[config.mk]
export PLATFORM = sky130hd
export DESIGN_NAME = perf_mon_unit
export DESIGN_NICKNAME = d
export VERILOG_FILES = /design/src/rtl/pmu_pkg.sv /design/src/rtl/pmu_mode_gate.sv /design/src/rtl/pmu_evt_sel.sv /design/src/rtl/pmu_pair.sv /design/src/rtl/perf_mon_unit.sv
export SDC_FILE = /design/constraint.sdc
export NUM_CORES = 1
export LEC_CHECK = 0
export ABC_CLOCK_PERIOD_IN_PS = 3100
export BUFFER_PORTS_ARGS = -buffer_cell sky130_fd_sc_hd__clkbuf_2
export CAP_MARGIN = 10
export CORE_AREA = 2 2 168 170
export DETAILED_ROUTE_END_ITERATION = 8
export DIE_AREA = 0 0 170 172
export PLACE_DENSITY = 0.64
export SLEW_MARGIN = 25
export SYNTH_ARGS = -nofsm -noshare
export SYNTH_HDL_FRONTEND = slang
export SYNTH_SLANG_ARGS = --single-unit
[constraint.sdc]
create_clock -name clk_i -period 3.1 [get_ports clk_i]
set_clock_uncertainty 0.05 [all_clocks]
set_input_delay 0.775 -clock clk_i [delete_from_list [all_inputs] [get_ports clk_i]]
set_output_delay 0.775 -clock clk_i [all_outputs]
set_load 0.01 [all_outputs]
[src/rtl/pmu_pkg.sv]
`timescale 1ns/1ps
package pmu_pkg;
    // control word field positions (software-visible layout)
    localparam int CTL_EN_EXL = 0;
    localparam int CTL_EN_KRN = 1;
    localparam int CTL_EN_SUP = 2;
    localparam int CTL_EN_USR = 3;
    localparam int CTL_IE     = 4;
    localparam int CTL_SEL_LO = 5;
    localparam int SEL_W      = 10;
    localparam int CTL_RW_W   = CTL_SEL_LO + SEL_W;
    localparam int CFG_PRESENT_BIT = 4;
    localparam int CAUSE_PEND_BIT  = 26;
    // privilege field encodings
    localparam logic [1:0] KSU_KERNEL = 2'b00;
    localparam logic [1:0] KSU_SUPER  = 2'b01;
    localparam logic [1:0] KSU_USER   = 2'b10;
endpackage

[src/rtl/pmu_mode_gate.sv]
`timescale 1ns/1ps
module pmu_mode_gate
    import pmu_pkg::*;
(
    input  logic [3:0] en_i,
    input  logic [1:0] ksu_i,
    input  logic       exl_i,
    input  logic       erl_i,
    output logic       allow_o
);
    logic kern;
    logic plain;

    always_comb begin
        kern    = (ksu_i == KSU_KERNEL) || exl_i || erl_i;
        plain   = !exl_i && !erl_i;
        allow_o = (en_i[CTL_EN_KRN] && kern)
               || (en_i[CTL_EN_EXL] && exl_i)
               || (en_i[CTL_EN_SUP] && plain && (ksu_i == KSU_SUPER))
               || (en_i[CTL_EN_USR] && plain && (ksu_i == KSU_USER));
    end

    // all enables cleared must stop counting in every privilege state
    always_comb begin
        if (en_i == 4'b0000) begin
            assert_off_when_masked_R5: assert (!allow_o);
        end
    end
endmodule

[src/rtl/pmu_evt_sel.sv]
`timescale 1ns/1ps
module pmu_evt_sel
    import pmu_pkg::*;
#(
    parameter int EV_N = 8
) (
    input  logic [SEL_W-1:0] sel_i,
    input  logic [1:0]       common_ev_i,
    input  logic [EV_N-1:0]  class_ev_i,
    output logic             hit_o
);
    always_comb begin
        hit_o = 1'b0;
        if (sel_i == SEL_W'(0)) hit_o = common_ev_i[0];
        if (sel_i == SEL_W'(1)) hit_o = common_ev_i[1];
        for (int k = 0; k < EV_N; k++) begin
            if (sel_i == SEL_W'(k + 2)) hit_o = class_ev_i[k];
        end
    end
endmodule

[src/rtl/pmu_pair.sv]
`timescale 1ns/1ps
module pmu_pair
    import pmu_pkg::*;
#(
    parameter int DATA_W  = 32,
    parameter int EV_N    = 8,
    parameter int IS_LAST = 0
) (
    input  logic              clk_i,
    input  logic              rst_ni,
    input  logic              wr_ctl_i,
    input  logic              wr_cnt_i,
    input  logic [DATA_W-1:0] wdata_i,
    input  logic [1:0]        ksu_i,
    input  logic              exl_i,
    input  logic              erl_i,
    input  logic [1:0]        common_ev_i,
    input  logic [EV_N-1:0]   class_ev_i,
    output logic [DATA_W-1:0] ctl_o,
    output logic [DATA_W-1:0] cnt_o,
    output logic              irq_o
);
    typedef struct packed {
        logic [CTL_RW_W-1:0] ctl;
        logic [DATA_W-1:0]   cnt;
    } pair_t;

    pair_t st_d, st_q;
    logic  allow;
    logic  hit;
    logic  tick;

    pmu_mode_gate u_gate (
        .en_i    (st_q.ctl[CTL_EN_USR:CTL_EN_EXL]),
        .ksu_i   (ksu_i),
        .exl_i   (exl_i),
        .erl_i   (erl_i),
        .allow_o (allow)
    );

    pmu_evt_sel #(.EV_N(EV_N)) u_sel (
        .sel_i       (st_q.ctl[CTL_SEL_LO +: SEL_W]),
        .common_ev_i (common_ev_i),
        .class_ev_i  (class_ev_i),
        .hit_o       (hit)
    );

    always_comb begin
        st_d = st_q;
        tick = allow && hit;
        if (wr_ctl_i) st_d.ctl = wdata_i[CTL_RW_W-1:0];
        if (wr_cnt_i)  st_d.cnt = wdata_i;
        else if (tick) st_d.cnt = st_q.cnt + 1'b1;
    end

    always_ff @(posedge clk_i or negedge rst_ni) begin
        if (!rst_ni) st_q <= '0;
        else         st_q <= st_d;
    end

    always_comb begin
        ctl_o = '0;
        ctl_o[CTL_RW_W-1:0] = st_q.ctl;
        ctl_o[DATA_W-1]     = (IS_LAST == 0);
    end

    assign cnt_o = st_q.cnt;
    assign irq_o = st_q.cnt[DATA_W-1] && st_q.ctl[CTL_IE];

    // software write to the count beats a same-cycle event
    assert_write_wins_R10: assert property (@(posedge clk_i) disable iff (!rst_ni)
        wr_cnt_i |=> (cnt_o == $past(wdata_i)));

    // one qualifying cycle adds exactly one, modulo the width
    assert_single_step_R7: assert property (@(posedge clk_i) disable iff (!rst_ni)
        (!wr_cnt_i && allow && hit) |=> (cnt_o == $past(cnt_o) + 1'b1));

    // no write and no qualifying event leaves the count alone
    assert_hold_idle_R5: assert property (@(posedge clk_i) disable iff (!rst_ni)
        (!wr_cnt_i && !(allow && hit)) |=> $stable(cnt_o));

    // control write lands in the writable field
    assert_ctl_write_R2: assert property (@(posedge clk_i) disable iff (!rst_ni)
        wr_ctl_i |=> (ctl_o[CTL_RW_W-1:0] == $past(wdata_i[CTL_RW_W-1:0])));
endmodule

[src/rtl/perf_mon_unit.sv]
`timescale 1ns/1ps
module perf_mon_unit
    import pmu_pkg::*;
#(
    parameter int NUM_PAIRS = 4,
    parameter int DATA_W    = 32,
    parameter int EV_N      = 8,
    localparam int IDX_W    = $clog2(NUM_PAIRS),
    localparam int ADDR_W   = IDX_W + 1
) (
    input  logic              clk_i,
    input  logic              rst_ni,
    input  logic              wr_en_i,
    input  logic [ADDR_W-1:0] addr_i,
    input  logic [DATA_W-1:0] wdata_i,
    output logic [DATA_W-1:0] rdata_o,
    input  logic [1:0]        ksu_i,
    input  logic              exl_i,
    input  logic              erl_i,
    input  logic [1:0]        common_ev_i,
    input  logic [EV_N-1:0]   even_ev_i,
    input  logic [EV_N-1:0]   odd_ev_i,
    output logic              irq_o,
    output logic [DATA_W-1:0] cfg_word_o,
    output logic [DATA_W-1:0] cause_word_o
);
    logic [DATA_W-1:0]    ctl_arr [NUM_PAIRS];
    logic [DATA_W-1:0]    cnt_arr [NUM_PAIRS];
    logic [NUM_PAIRS-1:0] irq_vec;

    for (genvar p = 0; p < NUM_PAIRS; p++) begin : g_pair
        logic [EV_N-1:0] cls_ev;
        logic            hit_ctl;
        logic            hit_cnt;

        assign cls_ev  = ((p % 2) == 1) ? odd_ev_i : even_ev_i;
        assign hit_ctl = wr_en_i && (addr_i == ADDR_W'(2 * p));
        assign hit_cnt = wr_en_i && (addr_i == ADDR_W'(2 * p + 1));

        pmu_pair #(
            .DATA_W  (DATA_W),
            .EV_N    (EV_N),
            .IS_LAST ((p == NUM_PAIRS - 1) ? 1 : 0)
        ) u_pair (
            .clk_i       (clk_i),
            .rst_ni      (rst_ni),
            .wr_ctl_i    (hit_ctl),
            .wr_cnt_i    (hit_cnt),
            .wdata_i     (wdata_i),
            .ksu_i       (ksu_i),
            .exl_i       (exl_i),
            .erl_i       (erl_i),
            .common_ev_i (common_ev_i),
            .class_ev_i  (cls_ev),
            .ctl_o       (ctl_arr[p]),
            .cnt_o       (cnt_arr[p]),
            .irq_o       (irq_vec[p])
        );
    end

    always_comb begin
        rdata_o = '0;
        for (int p = 0; p < NUM_PAIRS; p++) begin
            if (addr_i[ADDR_W-1:1] == IDX_W'(p))
                rdata_o = addr_i[0] ? cnt_arr[p] : ctl_arr[p];
        end
    end

    assign irq_o = |irq_vec;

    always_comb begin
        cfg_word_o = '0;
        cfg_word_o[CFG_PRESENT_BIT] = 1'b1;
        cause_word_o = '0;
        cause_word_o[CAUSE_PEND_BIT] = irq_o;
    end

    // a pending interrupt with no register write can only drop by a count wrapping
    assert_irq_sticky_R8: assert property (@(posedge clk_i) disable iff (!rst_ni)
        (irq_o && !wr_en_i && (common_ev_i == 2'b00) && (even_ev_i == '0) && (odd_ev_i == '0))
        |=> irq_o);
endmodule

==> results of run 1 <==
## final timing paths
check | start | cells after the start | to | slack (ns)
max | addr_i[1] | 6 | rdata_o[29] | 0.12
min | rst_ni | 1 | g_pair[2].u_pair.cnt_o[21] | 0.24
max reg2reg | g_pair[1].u_pair.ctl_o[14] | 7 | g_pair[1].u_pair.cnt_o[30] | 0.19
min reg2reg | g_pair[1].u_pair.ctl_o[11] | 1 | g_pair[1].u_pair.ctl_o[11] | 0.50
max in group asynchronous | rst_ni | 2 | g_pair[2].u_pair.ctl_o[10] | 1.88
min in group clk_i | g_pair[1].u_pair.ctl_o[11] | 1 | g_pair[1].u_pair.ctl_o[11] | 0.50
## power breakdown
part | internal, µW | total [µW] | switching [µW]
Clock | 1170 | 2310 | 1140
Combinational | 1070 | 2220 | 1140
Sequential | 2990 | 3870 | 882
## critical path: cells and delay by family
family | cells | cell delay [ns]
simple gates | 1 | 0.25
compound gates | 2 | 0.54
buf+inv | 3 | 0.59
## flip-flops by register name, indices dropped and copies added, names as in the netlist
signal and flops:
g_pair.u_pair.cnt_o 128, g_pair.u_pair.ctl_o 60
## cell families (layout without fill, tap and decap cells)
| group | count (synthesis) | after routing |
|---|---|---|
| mux | 124 | 124 |
| buf+inv | 147 | 198 |
| xor+xnor | 97 | 97 |
| simple gates | 500 | 500 |
| flops | 188 | 188 |
| fa+ha+maj | 4 | 4 |
| other cells | 2 | 63 |
| compound gates | 216 | 216 |
## per-layer routing
metal / up-vias / global-route usage / share of wire
li1: 4797 / - / -
met1: 5296 / 0.394 / 0.42
met2: 547 / 0.429 / 0.45
met3: 102 / 0.0483 / 0.079
met4: 0 / 0.124 / 0.042
met5: - / 0 / 0
## through the flow
stage	total power [µW]	cells	hold WS [ns]	util
floorplan	5100	1339	0.429	-
global placement	6010	1704	0.465	0.478
detailed placement	6060	1704	0.465	0.478
CTS	8360	1736	0.274	0.500
global route	8800	1736	0.281	0.501
finish	8400	1736	0.243	0.501
## cell usage in the layout (no fill, tap or decap), types with 55 or more instances in the layout
| cell type | count |
|---|---|
| a21oi_1 | 56 |
| buf_4 | 55 |
| clkbuf_2 | 91 |
| conb_1 | 63 |
| dfrtp_1 | 188 |
| mux2_2 | 80 |
| nand2_1 | 114 |
| nor2_1 | 99 |
| o21ai_0 | 75 |
| xnor2_1 | 74 |
## area by class of cell
type	count	area, µm²	area share
sequential	188	4700	0.342
clock buffer	17	425	0.0309
clock inverter	15	196	0.0143
tap	346	433	0.0315
multi-input combinational	1004	6900	0.501
inverter	9	33.8	0.00246
timing repair buffer	157	1070	0.0778
==> results.yml, run 1 <==
run_status:
  outcome: "finished clean"
synthesis:
  synth_seq_cells: 188
  yosys_warnings: 0
  synth_top_cells_by_area: "dfrtp_1 39%, mux2_2 7.4%, mux4_2 6.3%"
  yosys.cell_count.top_type: "dfrtp_1"
  synth_edf_count: 0
  synth_compound_area_frac: 0.111
  synth_commonest_cells: "188 x dfrtp_1, 115 x nand2_1, 99 x nor2_1, 80 x mux2_2, 75 x o21ai_0"
  syn_area_per_cell_um2: 9.49
  ys_seq_area_frac: 0.388
  syn_area_um2: 12100
  yosysTopAreaCell: "dfrtp_1"
  synth-xor-area-share: 0.0701
  synthArstFlopShare: 1.00
  syn_inst: 1278
  yosys-mux-area-fraction: 0.146
  yosysTopAreaCellShare: 0.388
  synth_fa_ha_area_frac: 0.00413
  yosys.area_share.simple: 0.214
  synth_top_family_by_area: "simple AND/OR/NAND/NOR gates"
  ys.flop_type: "dfrtp_1"
  synth.distinct_cells: 60
timing:
  final-max-slew-violation-count: 0
  period_share: 0.962
  finalSetupViolCount: 0
  fin_crit_ns: 2.98
  tns_ns: 0
  max_slew_margin: 0.484
  fmax_mhz: 335
  worst_slack_ns: 0.116
  hold_viol: 0
  rsz0062_at_grt: "no"
  worst_slew_pin_slew_ns: 0.773
floorplan:
  dieArea_um2: 29200
  ios: 157
  coreArea_um2: 27500
  fp-row-count: 61
  initial_core_util: 0.441
  die_w_um: 170
  fp.dieH_um: 172
power:
  power.density_nw_per_um2: 610
  p_leak_uw: 0.00532
  ir_drop_mv: 0.383
routing:
  routed_via_density: 6.19
  drt_iter0_markers: 1261
  drt-wirelength-per-cell_um: 23.3
  antenna_left: 0
  num_vias: 10742
  drt_wl_total_um: 40400
  drc: 0
  dr.pass1.iters: 7
global_route:
  grt_max_degree: 61
  antenna_found_initial: 0
  grt_pass1_vias: 9868
  grt-ovfl-total: 0
  grt_usage: 0.281
  grt_pass1_wl_um: 61200
placement:
  dpl_cell_area_um2: 13100
  place_hpwl_um: 30900
  routabilityCongestion: 0.920
  pre_cts_ws_ns: 0.0654
  port_buffers: 93
worst_setup_path:
  cp_cell_sequence: "clkbuf_4 -> and3b_1 -> buf_4 -> a22o_1 -> a221o_1 -> clkbuf_2"
  crit_type: "in -> out"
  critPathMaxFanout: 16
  cp_slowest_cell: "a221o_1"
  cp.required_ns: 2.27
  cp-end-kind: "primary output"
  critPathArrivalTime_ns: 2.16
  startpoint_type: "primary input"
  max_stage_delay_ns: 0.32
clocking:
  cts_hold_buf: 0
  cts.sinks: 188
  cts_root_buf: "clkbuf_16"
  cts.path.max_buffers: 2
  cts_resized: 0
  ctsHtreeMaxLevel: 4
  post_cts_buffers: 0
  numCtsBuffers: 17
  clkTransAtPathRegs_ns: 0.08
  worstSkewPairLatency_ns: 0.44
  cts_tree: "yes"
job:
  maxCapViolations: 0
final_layout:
  syn_to_final_growth_pct: 13.5
  nets: 1441
  diodes: 0
  design_area_um2: 13800
  drive_gt1_frac: 0.228
  n_fill_cell: 2530
hold_path:
  min_path_type: "in -> async"
(Power assumes the default switching activity.)
==> inputs of run 2 (changes only) <==
--- a/config.mk
+++ b/config.mk
@@ -12,6 +12,7 @@
 export DETAILED_ROUTE_END_ITERATION = 8
 export DIE_AREA = 0 0 170 172
 export PLACE_DENSITY = 0.64
+export REMOVE_ABC_BUFFERS = 1
 export SLEW_MARGIN = 25
 export SYNTH_ARGS = -nofsm -noshare
 export SYNTH_HDL_FRONTEND = slang
==> run 2 against run 1 <==
Effect of this change:
- critical path depth did not move
- combinational power barely moved
- sequential share of layout area fell by 0.074 points
- via count fell by 0.70%
- worst hold slack improved by 0.050 ns
- design area rose by 0.22%
==> results.yml, run 2 (synthesis results as in run 1) <==
worst_setup_path:
  startpoint_type: "primary input"
  cp.required_ns: 2.27
  critPathMaxFanout: 11
  path_delay_family: "multiplexers"
  regToRegSetupSlack_ns: 0.11
  path_common_cell: "clkbuf_2"
  crit_buf_inv: 4
  cp_cell_sequence: "clkbuf_2 -> buf_12 -> buf_4 -> mux4_2 -> mux2_2 -> clkbuf_2"
  crit_type: "in -> out"
  cp_slowest_cell: "mux4_2"
  max_stage_delay_ns: 0.53
  cp-end-kind: "primary output"
  critPathArrivalTime_ns: 2.22
global_route:
  grt_usage: 0.268
  grt_max_degree: 72
  antenna_found_initial: 0
  grt-ovfl-total: 0
  grt_pass1_vias: 9798
  grt_pass1_wl_um: 58600
power:
  power.density_nw_per_um2: 606
  ir_drop_mv: 0.415
  p_leak_uw: 0.00532
final_layout:
  nets: 1441
  final_core_util: 0.502
  multi_input_area_um2: 6890
  most-common-layout-cells: "188 x dfrtp_1, 114 x nand2_1, 99 x nor2_1"
  largest_reg_flops: 128
  diodes: 0
  design_area_um2: 13800
  drive_gt1_frac: 0.227
  seqCellArea_um2: 4700
  syn_to_final_growth_pct: 13.7
  final_common_cell: "dfrtp_1"
  n_fill_cell: 2509
floorplan:
  dieArea_um2: 29200
  fp.dieH_um: 172
  fp-row-count: 61
  ios: 157
  die_w_um: 170
  coreArea_um2: 27500
  initial_core_util: 0.441
clocking:
  clkTransAtPathRegs_ns: 0.07
  ctsHtreeMaxLevel: 4
  cts_root_buf: "clkbuf_16"
  post_cts_buffers: 0
  cts_hold_buf: 0
  numCtsBuffers: 17
  cts_resized: 0
  cts_tree: "yes"
  cts.path.max_buffers: 2
  cts.sinks: 188
  worstSkewPairLatency_ns: 0.45
placement:
  port_buffers: 93
  place_hpwl_um: 28600
  dpl_cell_area_um2: 13200
  routabilityCongestion: 0.966
timing:
  period_share: 0.982
  fmax_mhz: 328
  fin_crit_ns: 3.04
  worst_slew_pin_slew_ns: 1.15
  finalSetupViolCount: 0
  rsz0062_at_grt: "no"
  hold_viol: 0
  tns_ns: 0
  final-max-slew-violation-count: 0
  max_slew_margin: 0.227
routing:
  routed_via_density: 6.14
  drt-wirelength-per-cell_um: 22.5
  drt_wl_total_um: 39000
  num_vias: 10667
  drc: 0
  antenna_left: 0
  drt_iter0_markers: 1193
  dr.pass1.iters: 6
job:
  maxCapViolations: 0
run_status:
  outcome: "finished clean"
hold_path:
  min_path_type: "in -> async"
-- run 2: worst paths after layout --
kind,end,cells past startpoint,start
max in group asynchronous,g_pair[0].u_pair.cnt_o[13],2,rst_ni
min,g_pair[3].u_pair.cnt_o[26],1,rst_ni
min reg2reg,g_pair[3].u_pair.ctl_o[0],1,g_pair[3].u_pair.ctl_o[0]
max reg2reg,g_pair[2].u_pair.cnt_o[27],6,g_pair[2].u_pair.ctl_o[14]
min in group clk_i,g_pair[3].u_pair.ctl_o[0],1,g_pair[3].u_pair.ctl_o[0]
max,rdata_o[4],6,addr_i[1]
-- run 2: power by group --
group	internal, µW	switching, µW	total (µW)
clock	1240	1120	2350
sequential	2990	773	3760
combinational	1090	1160	2240
-- run 2: area by class of cell --
type / count / share of cell area
multi-input combinational: 1004 / 0.500
sequential: 188 / 0.341
inverter: 9 / 0.00245
clock inverter: 15 / 0.0142
timing repair buffer: 157 / 0.0801
clock buffer: 17 / 0.0309
tap: 346 / 0.0314
-- run 2: layer usage --
layer	GRT usage	part of all wire	routed length [µm]
met5	0	0	0
met4	0.0910	0.025	971
met3	0.0501	0.083	3230
met2	0.418	0.46	18000
met1	0.378	0.43	16700
-- run 2: per-stage QoR --
| step | power, µW | cells | hold WS, ns | worst slack, ns |
|---|---|---|---|---|
| floorplan | 4970 | 1201 | 0.429 | -0.273 |
| global placement | 5910 | 1704 | 0.466 | 0.0981 |
| detailed placement | 5990 | 1704 | 0.465 | 0.0536 |
| CTS | 8340 | 1736 | 0.312 | 0.0475 |
| global route | 8740 | 1736 | 0.333 | 0.00390 |
| finish | 8360 | 1736 | 0.293 | 0.0556 |
